$ cat src/rtl/irq_pkg.sv
package irq_pkg;

    localparam int EVT_N  = 6;
    localparam int REG_W  = 32;
    localparam int ADDR_W = 8;

    localparam logic [ADDR_W-1:0] OFS_STAT = 8'h04;
    localparam logic [ADDR_W-1:0] OFS_CAPM = 8'h08;
    localparam logic [ADDR_W-1:0] OFS_SIGM = 8'h0C;

    localparam int BIT_XFER_DONE = 0;
    localparam int BIT_MAIN_DMA  = 1;
    localparam int BIT_SPARE_DMA = 2;
    localparam int BIT_ECC_FAIL  = 3;
    localparam int BIT_TO_SPARE  = 4;
    localparam int BIT_TO_MAIN   = 5;

    typedef enum logic [1:0] {
        SEL_NONE,
        SEL_STAT,
        SEL_CAPM,
        SEL_SIGM
    } reg_sel_e;

    typedef struct packed {
        logic stat;
        logic capm;
        logic sigm;
    } wr_stb_t;

    function automatic reg_sel_e f_decode(
        input logic [ADDR_W-1:0] a,
        input logic [ADDR_W-1:0] o_stat,
        input logic [ADDR_W-1:0] o_capm,
        input logic [ADDR_W-1:0] o_sigm
    );
        if (a == o_stat)      return SEL_STAT;
        else if (a == o_capm) return SEL_CAPM;
        else if (a == o_sigm) return SEL_SIGM;
        else                  return SEL_NONE;
    endfunction

endpackage

$ cat src/rtl/irq_reg_decode.sv
module irq_reg_decode
    import irq_pkg::*;
#(
    parameter int                AW     = ADDR_W,
    parameter logic [AW-1:0]     A_STAT = OFS_STAT,
    parameter logic [AW-1:0]     A_CAPM = OFS_CAPM,
    parameter logic [AW-1:0]     A_SIGM = OFS_SIGM
) (
    input  logic [AW-1:0] addr,
    input  logic          wr,
    output reg_sel_e      sel,
    output wr_stb_t       stb
);

    always_comb begin
        sel = f_decode(addr, A_STAT, A_CAPM, A_SIGM);
        stb = '0;
        if (wr) begin
            unique case (sel)
                SEL_STAT: stb.stat = 1'b1;
                SEL_CAPM: stb.capm = 1'b1;
                SEL_SIGM: stb.sigm = 1'b1;
                default:  stb      = '0;
            endcase
        end
    end

endmodule

$ cat src/rtl/irq_mask_reg.sv
module irq_mask_reg #(
    parameter int W = irq_pkg::EVT_N
) (
    input  logic         clk,
    input  logic         rst,
    input  logic         we,
    input  logic [W-1:0] d,
    output logic [W-1:0] q
);

    always_ff @(posedge clk) begin
        if (rst)     q <= '0;
        else if (we) q <= d;
    end

endmodule

$ cat src/rtl/irq_status_bank.sv
module irq_status_bank #(
    parameter int W = irq_pkg::EVT_N
) (
    input  logic         clk,
    input  logic         rst,
    input  logic [W-1:0] evt,
    input  logic [W-1:0] cap_en,
    input  logic         clr_we,
    input  logic [W-1:0] clr_mask,
    output logic [W-1:0] q
);

    for (genvar i = 0; i < W; i++) begin : g_bit
        logic set_i;
        logic clr_i;
        assign set_i = evt[i] & cap_en[i];
        assign clr_i = clr_we & clr_mask[i];
        always_ff @(posedge clk) begin
            if (rst)        q[i] <= 1'b0;
            else if (set_i) q[i] <= 1'b1;
            else if (clr_i) q[i] <= 1'b0;
        end
    end

endmodule

$ cat src/rtl/irq_line_gen.sv
module irq_line_gen #(
    parameter int W = irq_pkg::EVT_N
) (
    input  logic         clk,
    input  logic         rst,
    input  logic [W-1:0] stat,
    input  logic [W-1:0] sig_en,
    output logic         irq
);

    logic req;
    assign req = |(stat & sig_en);

    always_ff @(posedge clk) begin
        if (rst) irq <= 1'b0;
        else     irq <= req;
    end

endmodule

$ cat src/rtl/irq_evt_ctrl.sv
module irq_evt_ctrl
    import irq_pkg::*;
#(
    parameter int NEVT = EVT_N,
    parameter int DW   = REG_W,
    parameter int AW   = ADDR_W
) (
    input  logic          clk,
    input  logic          rst,
    input  logic [NEVT-1:0] evt_pulse,
    input  logic          reg_wr,
    input  logic [AW-1:0] reg_addr,
    input  logic [DW-1:0] reg_wdata,
    output logic [DW-1:0] reg_rdata,
    output logic          irq_out
);

    localparam int PAD_W = DW - NEVT;

    reg_sel_e        sel;
    wr_stb_t         stb;
    logic [NEVT-1:0] stat_q;
    logic [NEVT-1:0] capm_q;
    logic [NEVT-1:0] sigm_q;
    logic [NEVT-1:0] wlow;

    assign wlow = reg_wdata[NEVT-1:0];

    irq_reg_decode #(.AW(AW)) u_dec (
        .addr (reg_addr),
        .wr   (reg_wr),
        .sel  (sel),
        .stb  (stb)
    );

    irq_mask_reg #(.W(NEVT)) u_capm (
        .clk (clk), .rst (rst), .we (stb.capm), .d (wlow), .q (capm_q)
    );

    irq_mask_reg #(.W(NEVT)) u_sigm (
        .clk (clk), .rst (rst), .we (stb.sigm), .d (wlow), .q (sigm_q)
    );

    irq_status_bank #(.W(NEVT)) u_stat (
        .clk      (clk),
        .rst      (rst),
        .evt      (evt_pulse),
        .cap_en   (capm_q),
        .clr_we   (stb.stat),
        .clr_mask (wlow),
        .q        (stat_q)
    );

    irq_line_gen #(.W(NEVT)) u_line (
        .clk    (clk),
        .rst    (rst),
        .stat   (stat_q),
        .sig_en (sigm_q),
        .irq    (irq_out)
    );

    always_comb begin
        unique case (sel)
            SEL_STAT: reg_rdata = {{PAD_W{1'b0}}, stat_q};
            SEL_CAPM: reg_rdata = {{PAD_W{1'b0}}, capm_q};
            SEL_SIGM: reg_rdata = {{PAD_W{1'b0}}, sigm_q};
            default:  reg_rdata = '0;
        endcase
    end

endmodule

$ cat config.mk
export PLATFORM = sky130hd
export DESIGN_NAME = irq_evt_ctrl
export DESIGN_NICKNAME = d
export VERILOG_FILES = /design/src/rtl/irq_pkg.sv /design/src/rtl/irq_reg_decode.sv /design/src/rtl/irq_mask_reg.sv /design/src/rtl/irq_status_bank.sv /design/src/rtl/irq_line_gen.sv /design/src/rtl/irq_evt_ctrl.sv
export SDC_FILE = /design/constraint.sdc
export NUM_CORES = 1
export LEC_CHECK = 0
export BUFFER_PORTS_ARGS = -buffer_cell sky130_fd_sc_hd__clkbuf_2
export CAP_MARGIN = 0
export CORE_UTILIZATION = 44
export DETAILED_ROUTE_END_ITERATION = 10
export PLACE_DENSITY_LB_ADDON = 0.25
export SYNTH_ARGS = -nofsm -noshare
export SYNTH_HDL_FRONTEND = slang
export SYNTH_SLANG_ARGS = --single-unit
$ cat constraint.sdc
create_clock -name clk -period 2.9 [get_ports clk]
set_input_delay 0.435 -clock clk [delete_from_list [all_inputs] [get_ports clk]]
set_output_delay 0.435 -clock clk [all_outputs]
set_load 0.01 [all_outputs]
Word level (Yosys, flattened, before mapping)
Index checks and enable logic that the tools add are counted.

storage, ports and cells
  register bits = 19
  input bits = 49
  output and inout bits = 33
  word-level logic and storage cells = 55

cells by class
  equal/unequal tests = 6
  multiplexer cells = 20
  bitwise logic cells = 13
  reduce and logical (&&, ||, !) cells = 7

operator list
  operator                                                                count
  6-bit one-hot mux with 3 select lines                                   1
  8-bit by 4-bit equality test with 1-bit output (second input constant)  2
  1-bit two-way mux                                                       15
  1-bit AND                                                               12
  2-bit nonzero test                                                      6
  8-bit by 3-bit equality test with 1-bit output (second input constant)  1
  6-bit AND                                                               1
  2-bit two-way mux                                                       3
  6-bit OR reduction                                                      1
  2-bit equality test (second input constant)                             2
  3-bit two-way mux                                                       1
  2-bit by 1-bit equality test with 1-bit output (second input constant)  1

Longest topological paths before layout
Gate-level depths: netlist of run 1.

  word-level depth = 10
  depth in mapped cells = 5
  gate-level depth less buffers = 3

Modules after synthesis
Synthesis of run 1 repeated with hierarchy kept, for this count alone.

unflattened totals
  cells, all modules = 119
  area total of the unflattened synthesis = 1131.1 sq um

modules (own cells, without submodules)
  module           times used  cells an instance  area each (sq um)  seq. area each (sq um)
  irq_mask_reg     2           19                 214.0              120.1
  irq_evt_ctrl     1           41                 341.6              0.0
  irq_status_bank  1           24                 236.5              120.1
  irq_reg_decode   1           11                 76.3               0.0
  irq_line_gen     1           5                  48.8               20.0

Worst setup path after synthesis of run 1
OpenSTA, ideal clock, no wires.

  path kind = input to output
  start point = input reg_addr[3]
  end point = output reg_rdata[0]
  arrival = 1.178 ns
  data required time = 2.465 ns
  slack = 1.287 ns
  cell stages on the path = 4
  path buffers = 1
  cells stage by stage = buf_2 -> mux2_2 -> a22oi_1 -> nor2_1

on the way
  cells in the longest elaborated chain, start to end = 6
  elaborated cells on any way between the ends = 10
  those cells by class = eq/ne (6); mux (4)

ends and longest elaborated chain
  item                                                                                   RTL line            text
  from (decl)                                                                            irq_evt_ctrl.sv:12  input logic [AW-1:0] reg_addr,
  8-bit by 4-bit equality test with 1-bit output                                         irq_pkg.sv:39       else if (a == o_sigm) return SEL_SIGM;
  2-bit two-way mux                                                                      irq_pkg.sv:39
  2-bit two-way mux                                                                      irq_pkg.sv:38       else if (a == o_capm) return SEL_CAPM;
  2-bit two-way mux *                                                                    irq_pkg.sv:37       if (a == o_stat) return SEL_STAT;
  2-bit equality test or 2-bit by 1-bit equality test with 1-bit output (tied branches)  irq_evt_ctrl.sv:63  unique case (sel)
  6-bit one-hot mux with 3 select lines *                                                irq_evt_ctrl.sv:63
  to (decl)                                                                              irq_evt_ctrl.sv:14  output logic [DW-1:0] reg_rdata,

Mark *: on every way between the ends. The rest lies on a longest branch, timed or not.

Final worst setup path of run 1
  start point = input reg_addr[3]
  end point = output reg_rdata[5]

Same word-level chain as after synthesis.

==> results of run 1 <==
==> registers in the layout, indices dropped and copies added, names as in the netlist <==
register and count:
u_line.irq 1, u_stat.q 6, u_capm.q 6, u_sigm.q 6
==> layer usage <==
layer / routed length [um] / vias up / GRT usage (%)
li1: - / 474 / -
met1: 1020 / 433 / 20.9
met2: 1110 / 43 / 32.5
met3: 152 / 2 / 2.54
met4: 15 / 0 / 3.85
met5: 0 / - / 0
==> area by class of cell <==
class / instances / area, um2
Tap cell: 30 / 37.5
Clock buffer: 3 / 22.5
Fill cell: 264 / 1240
Sequential cell: 19 / 380
Clock inverter: 1 / 5.00
Multi-Input combinational cell: 107 / 689
Timing Repair Buffer: 29 / 145
==> through the flow <==
stage                     cell area (um2)  utilization, %  hold slack, ns
after global routing                 1280            50.7           0.327
after floorplan                      1290               -           0.458
after global placement               1250            49.7           0.472
after detailed placement             1250            49.7           0.483
after CTS                            1280            50.7           0.344
final                                1280            50.7           0.347
==> cell usage after synthesis, drive strengths merged <==
cell and count:
nor2b 1, dfxtp 19, a311oi 6, buf 28, a21oi 6, a31oi 1, nor4 2, nand2 8
mux2 6, mux2i 12, conb 1, or2 1, a22oi 9, nand4 1, or4 1, nor3 1
nand2b 18, nand3 1, clkbuf 3, nor2 7
==> final timing paths <==
path              cells past startpoint  slack [ns]                startpoint                       end
setup / recovery                      5        0.82               reg_addr[3]              reg_rdata[5]
hold / removal                        2        0.35              reg_wdata[0]  u_stat.q[0]$_SDFFE_PP0P_
setup reg to reg                      2        2.07  u_capm.q[2]$_SDFFE_PP0P_  u_stat.q[2]$_SDFFE_PP0P_
hold reg to reg                       2        0.49  u_sigm.q[4]$_SDFFE_PP0P_  u_sigm.q[4]$_SDFFE_PP0P_
==> where the power goes <==
part           internal, mW  switching (mW)  total, mW  leakage (nW)
sequential            0.261        0.000224      0.261         0.153
clock                0.0511          0.0765      0.128        0.0177
combinational        0.0194          0.0387     0.0581         0.383
==> critical path: stages <==
cell	delay, ns
sky130_fd_sc_hd__clkbuf_2	0.24
sky130_fd_sc_hd__nor2b_1	0.52
sky130_fd_sc_hd__a22oi_1	0.17
sky130_fd_sc_hd__nor2_1	0.13
sky130_fd_sc_hd__clkbuf_2	0.15
==> cells by family after synthesis <==
group,Yosys count
other cells,1
simple gates,41
buf+inv,31
compound gates,22
mux,18
flops,19
==> metrics.txt, run 1 <==
# TYPE chip_impl_metric gauge
chip_impl_metric{name="cts_hold_buf",unit=""} 0
chip_impl_metric{name="total_power",unit="uW"} 447
chip_impl_metric{name="drv_cap",unit=""} 0
chip_impl_metric{name="core-area",unit="um2"} 2520
chip_impl_metric{name="numPlacedInstances",unit=""} 185
chip_impl_metric{name="floorplan.rows",unit=""} 18
chip_impl_metric{name="syn_to_final_growth",unit="%"} 7.35
chip_impl_metric{name="floorplan.die.height",unit="um"} 54.1
chip_impl_metric{name="route.vias.total",unit=""} 952
chip_impl_metric{name="power_leakage",unit="nW"} 0.553
chip_impl_info{name="grt_setup_unrepaired",value="false"} 1
chip_impl_metric{name="relSlewSlack",unit="%"} 62.8
chip_impl_metric{name="die_w",unit="um"} 54.1
chip_impl_metric{name="drc_errors",unit=""} 0
chip_impl_metric{name="worstPathArrival",unit="ns"} 1.64
chip_impl_metric{name="tightestPinTransition",unit="ns"} 0.557
chip_impl_metric{name="final_hold_viol_count",unit=""} 0
chip_impl_metric{name="route.final.wire_length",unit="mm"} 2.30
chip_impl_metric{name="synth_xor_xnor_area_share",unit="%"} 0
chip_impl_metric{name="tns",unit="ns"} 0
chip_impl_info{name="run_status",value="finished clean"} 1
chip_impl_metric{name="clock_tree.buffer_depth",unit=""} 2
chip_impl_metric{name="max_freq",unit="MHz"} 482
chip_impl_metric{name="worst_slack",unit="ns"} 0.824
chip_impl_metric{name="netlist_instances",unit=""} 132
chip_impl_metric{name="postCtsSetupBuffers",unit=""} 0
chip_impl_metric{name="synth-compound-area-share",unit="%"} 13.1
chip_impl_metric{name="cp.required",unit="ns"} 2.47
chip_impl_info{name="synthDominantAreaCellType",value="sky130_fd_sc_hd__dfxtp_1"} 1
chip_impl_metric{name="layout.nets",unit=""} 209
chip_impl_metric{name="synth_simple_gate_area_share",unit="%"} 20.8
chip_impl_info{name="cts_tree",value="done"} 1
chip_impl_metric{name="grt_antenna_before_repair",unit=""} 0
chip_impl_metric{name="power.density_cell_area",unit="nW/um2"} 349
chip_impl_metric{name="setup_violations",unit=""} 0
chip_impl_metric{name="start_util",unit="%"} 47.3
chip_impl_metric{name="grt-ovfl-total",unit=""} 0
chip_impl_metric{name="synth_seq_area_share",unit="%"} 31.9
chip_impl_metric{name="clk-insertion-delay-late",unit="ns"} 0.28
chip_impl_info{name="cts_root_buf",value="sky130_fd_sc_hd__clkbuf_4"} 1
chip_impl_metric{name="fin_crit_sh",unit="%"} 71.6
chip_impl_metric{name="grt_first_pass_wirelength",unit="mm"} 3.66
chip_impl_info{name="path_class",value="in2out"} 1
chip_impl_info{name="layout_commonest_cell",value="sky130_fd_sc_hd__clkbuf_2"} 1
chip_impl_metric{name="synth_area",unit="um2"} 1190
chip_impl_metric{name="cts_htree_levels",unit=""} 1
chip_impl_metric{name="synthAdderAreaFrac",unit="%"} 0
chip_impl_metric{name="iteration_0_drc_markers",unit=""} 15
chip_impl_metric{name="numClockSinks",unit=""} 19
chip_impl_metric{name="count_of_buffers_from_port_buffering",unit=""} 29
chip_impl_metric{name="dp_hpwl",unit="mm"} 1.74
chip_impl_info{name="setup.worst_path.end_class",value="primary output"} 1
chip_impl_metric{name="drive_gt1_share",unit="%"} 27.0
chip_impl_info{name="hold_path.class",value="in2reg"} 1
chip_impl_metric{name="synth-warning-count",unit=""} 0
chip_impl_metric{name="cts-buffers-inserted",unit=""} 3
chip_impl_metric{name="timing.final.max_slew_violations",unit=""} 0
chip_impl_metric{name="routed_via_density",unit=""} 5.04
chip_impl_metric{name="boundaryPins",unit=""} 82
chip_impl_metric{name="num_antenna_cells",unit=""} 0
chip_impl_info{name="critical_path.startpoint_type",value="input port"} 1
chip_impl_metric{name="count_of_state_elements_after_synthesis",unit=""} 19
chip_impl_metric{name="die-area",unit="um2"} 2920
chip_impl_metric{name="postSynthAreaPerCell",unit="um2"} 9.03
chip_impl_metric{name="muxShareOfSynthArea",unit="%"} 15.7
chip_impl_metric{name="grt_usage",unit="%"} 17.5
chip_impl_metric{name="post_drt_wl_per_cell",unit="um"} 12.2
chip_impl_metric{name="drt_first_pass_iters",unit=""} 4
chip_impl_metric{name="max-vdd-ir-drop",unit="V"} 0.000214
chip_impl_metric{name="resized_after_cts",unit=""} 0
chip_impl_metric{name="largest_net_degree_at_the_start_of_global_routing",unit=""} 26
chip_impl_info{name="main_combinational_cell_family_by_area_after_synthesis",value="simple AND/OR/NAND/NOR gates"} 1
chip_impl_metric{name="post-route-min-period",unit="ns"} 2.08
chip_impl_metric{name="cts.reportedPaths.clkPinSlew",unit="ns"} 0.11
chip_impl_metric{name="antenna_violating_nets_post_route",unit=""} 0
chip_impl_metric{name="yosysUniqueCellTypes",unit=""} 22
chip_impl_info{name="highest_count_cells_in_the_layout_ignoring_fill_and_taps",value="sky130_fd_sc_hd__clkbuf_2 (29), sky130_fd_sc_hd__conb_1 (26), sky130_fd_sc_hd__dfxtp_1 (19), sky130_fd_sc_hd__nand2b_1 (18), sky130_fd_sc_hd__mux2i_1 (12)"} 1
chip_impl_metric{name="post-synth-top-area-fraction",unit="%"} 31.9
chip_impl_metric{name="pre_cts_setup_slack",unit="ns"} 0.759
chip_impl_metric{name="fin_cells",unit=""} 189
chip_impl_metric{name="finalClockSkew",unit="ns"} 0.00400
chip_impl_info{name="synth.top_cells.by_area",value="sky130_fd_sc_hd__dfxtp_1 (32%), sky130_fd_sc_hd__buf_4 (16%), sky130_fd_sc_hd__mux2i_1 (10%), sky130_fd_sc_hd__nand2b_1 (9.4%), sky130_fd_sc_hd__a22oi_1 (5.7%)"} 1
chip_impl_metric{name="cp_max_fo",unit=""} 9
chip_impl_metric{name="first_global_vias",unit=""} 871
chip_impl_metric{name="place.gp.congestion",unit=""} 0.732
Note: power is estimated with default switching activity, not from simulation.
==> run 2, diff against run 1 <==
Settings changed: CORE_UTILIZATION 44 to 37.
Clock period 2.9 ns to 1.7 ns, I/O delays scaled along.
==> metrics.txt, run 2 (synthesis results as in run 1) <==
# TYPE chip_impl_metric gauge
chip_impl_metric{name="floorplan.die.height",unit="um"} 58.8
chip_impl_metric{name="cpPeakStageDelay",unit="ns"} 0.35
chip_impl_info{name="cts_root_buf",value="sky130_fd_sc_hd__clkbuf_4"} 1
chip_impl_info{name="cpLargestDelayFamily",value="simple AND/OR/NAND/NOR gates"} 1
chip_impl_info{name="cts_tree",value="done"} 1
chip_impl_metric{name="power_leakage",unit="nW"} 0.586
chip_impl_metric{name="final_hold_viol_count",unit=""} 0
chip_impl_metric{name="die-area",unit="um2"} 3450
chip_impl_metric{name="setup_violations",unit=""} 0
chip_impl_metric{name="worstPathArrival",unit="ns"} 1.26
chip_impl_info{name="critical_path.cell_chain",value="clkbuf_2, nor4_1, nand2_1, nor2_1, clkbuf_2"} 1
chip_impl_info{name="grt_setup_unrepaired",value="false"} 1
chip_impl_metric{name="timing.final.max_slew_violations",unit=""} 0
chip_impl_info{name="critical_path.startpoint_type",value="input port"} 1
chip_impl_metric{name="clock_tree.buffer_depth",unit=""} 2
chip_impl_metric{name="route.final.wire_length",unit="mm"} 2.42
chip_impl_metric{name="grt_antenna_before_repair",unit=""} 0
chip_impl_metric{name="die_w",unit="um"} 58.8
chip_impl_metric{name="cp.required",unit="ns"} 1.44
chip_impl_metric{name="grt_usage",unit="%"} 15.0
chip_impl_metric{name="cts.reportedPaths.clkPinSlew",unit="ns"} 0.11
chip_impl_metric{name="largest_net_degree_at_the_start_of_global_routing",unit=""} 26
chip_impl_metric{name="post-route-min-period",unit="ns"} 1.52
chip_impl_info{name="run_status",value="finished clean"} 1
chip_impl_metric{name="start_util",unit="%"} 39.1
chip_impl_metric{name="dp_hpwl",unit="mm"} 1.89
chip_impl_info{name="highest_count_cells_in_the_layout_ignoring_fill_and_taps",value="sky130_fd_sc_hd__clkbuf_2 (29), sky130_fd_sc_hd__conb_1 (26), sky130_fd_sc_hd__dfxtp_1 (19), sky130_fd_sc_hd__nand2b_1 (18), sky130_fd_sc_hd__mux2i_1 (12)"} 1
chip_impl_metric{name="num_antenna_cells",unit=""} 0
chip_impl_info{name="path_common_cell",value="sky130_fd_sc_hd__clkbuf_2"} 1
chip_impl_metric{name="drv_cap",unit=""} 0
chip_impl_metric{name="drive_gt1_share",unit="%"} 29.5
chip_impl_metric{name="grt_first_pass_wirelength",unit="mm"} 3.93
chip_impl_metric{name="cts-buffers-inserted",unit=""} 3
chip_impl_metric{name="cts_hold_buf",unit=""} 0
chip_impl_metric{name="max-vdd-ir-drop",unit="V"} 0.000246
chip_impl_metric{name="finalClockSkew",unit="ns"} 0.00838
chip_impl_info{name="hold_path.class",value="in2reg"} 1
chip_impl_metric{name="first_global_vias",unit=""} 878
chip_impl_metric{name="fin_crit_sh",unit="%"} 89.1
chip_impl_metric{name="routed_via_density",unit=""} 4.57
chip_impl_metric{name="drt_first_pass_iters",unit=""} 4
chip_impl_info{name="largest_regs",value="u_capm.q (6), u_sigm.q (6), u_stat.q (6)"} 1
chip_impl_metric{name="dr_wl_met3",unit="um"} 177
chip_impl_metric{name="max_freq",unit="MHz"} 660
chip_impl_metric{name="syn_to_final_growth",unit="%"} 13.1
chip_impl_metric{name="tns",unit="ns"} 0
chip_impl_metric{name="route.vias.total",unit=""} 959
chip_impl_metric{name="resized_after_cts",unit=""} 0
chip_impl_info{name="maxUsedRoutingLayer",value="met4"} 1
chip_impl_metric{name="count_of_buffers_from_port_buffering",unit=""} 29
chip_impl_info{name="worst_path_slowest_cell",value="sky130_fd_sc_hd__nor4_1"} 1
chip_impl_metric{name="power.density_cell_area",unit="nW/um2"} 571
chip_impl_metric{name="detailroute.wirelength.met2",unit="mm"} 1.16
chip_impl_metric{name="boundaryPins",unit=""} 82
chip_impl_metric{name="core-area",unit="um2"} 3050
chip_impl_metric{name="grt-ovfl-total",unit=""} 0
chip_impl_metric{name="place.gp.congestion",unit=""} 0.724
chip_impl_metric{name="routed_met1_length",unit="mm"} 1.08
chip_impl_metric{name="floorplan.rows",unit=""} 20
chip_impl_info{name="path_class",value="in2out"} 1
chip_impl_metric{name="critical_path_buf_inv_count",unit=""} 2
chip_impl_metric{name="cp_max_fo",unit=""} 6
chip_impl_metric{name="drc_errors",unit=""} 0
chip_impl_metric{name="antenna_violating_nets_post_route",unit=""} 0
chip_impl_info{name="layout_commonest_cell",value="sky130_fd_sc_hd__clkbuf_2"} 1
chip_impl_metric{name="iteration_0_drc_markers",unit=""} 31
chip_impl_metric{name="clk-insertion-delay-late",unit="ns"} 0.28
chip_impl_metric{name="cts_htree_levels",unit=""} 1
chip_impl_metric{name="post_drt_wl_per_cell",unit="um"} 11.5
chip_impl_info{name="setup.worst_path.end_class",value="primary output"} 1
chip_impl_metric{name="layout.nets",unit=""} 216
chip_impl_metric{name="total_power",unit="uW"} 770
chip_impl_metric{name="postCtsSetupBuffers",unit=""} 0
chip_impl_metric{name="numClockSinks",unit=""} 19
## run 2: path summary, 6_finish.rpt
path / from / depth (start not counted) / slack (ns) / to
worst max-delay path: reg_addr[5] / 5 / 0.18 / reg_rdata[4]
worst min-delay path: reg_wdata[0] / 2 / 0.16 / u_stat.q[0]$_SDFFE_PP0P_
worst max register to register: u_capm.q[4]$_SDFFE_PP0P_ / 2 / 0.80 / u_stat.q[4]$_SDFFE_PP0P_
worst min register to register: u_sigm.q[2]$_SDFFE_PP0P_ / 2 / 0.49 / u_sigm.q[2]$_SDFFE_PP0P_
## run 2: where the power goes
group	total (mW)	internal, mW	switching, mW
clock network	0.220	0.0909	0.129
registers	0.446	0.445	0.000401
logic	0.105	0.0377	0.0669
## run 2: worst reg2reg max path, delay by kind of cell (launching register included)
kind	cells	cell delay, ns
DFF	1	0.39
AOI/OAI and AO/OA	1	0.32
and+or+nand+nor	1	0.09
## run 2: layout make-up
type,instances,area [um2]
Tap cell,44,55.1
Fill cell,327,1700
Timing Repair Buffer,36,198
Clock buffer,4,26.3
Multi-Input combinational cell,107,689
Sequential cell,19,380
## run 2: routing by layer
| layer | vias to the layer above | GRT usage (%) |
|---|---|---|
| li1 | 484 | - |
| met1 | 431 | 19.5 |
| met2 | 42 | 26.1 |
| met5 | - | 0 |
| met4 | 0 | 3.06 |
| met3 | 2 | 2.64 |
## run 2: stage by stage
stage	hold WS (ns)	utilization (%)	std cells	worst slack, ns	cell area [um2]
after floorplan	0.365	-	157	0.274	1290
after global placement	0.465	43.3	206	0.144	1320
after detailed placement	0.475	43.3	206	0.0867	1320
after CTS	0.162	44.2	210	0.168	1350
after global routing	0.155	44.2	210	0.0341	1350
final	0.164	44.2	210	0.185	1350
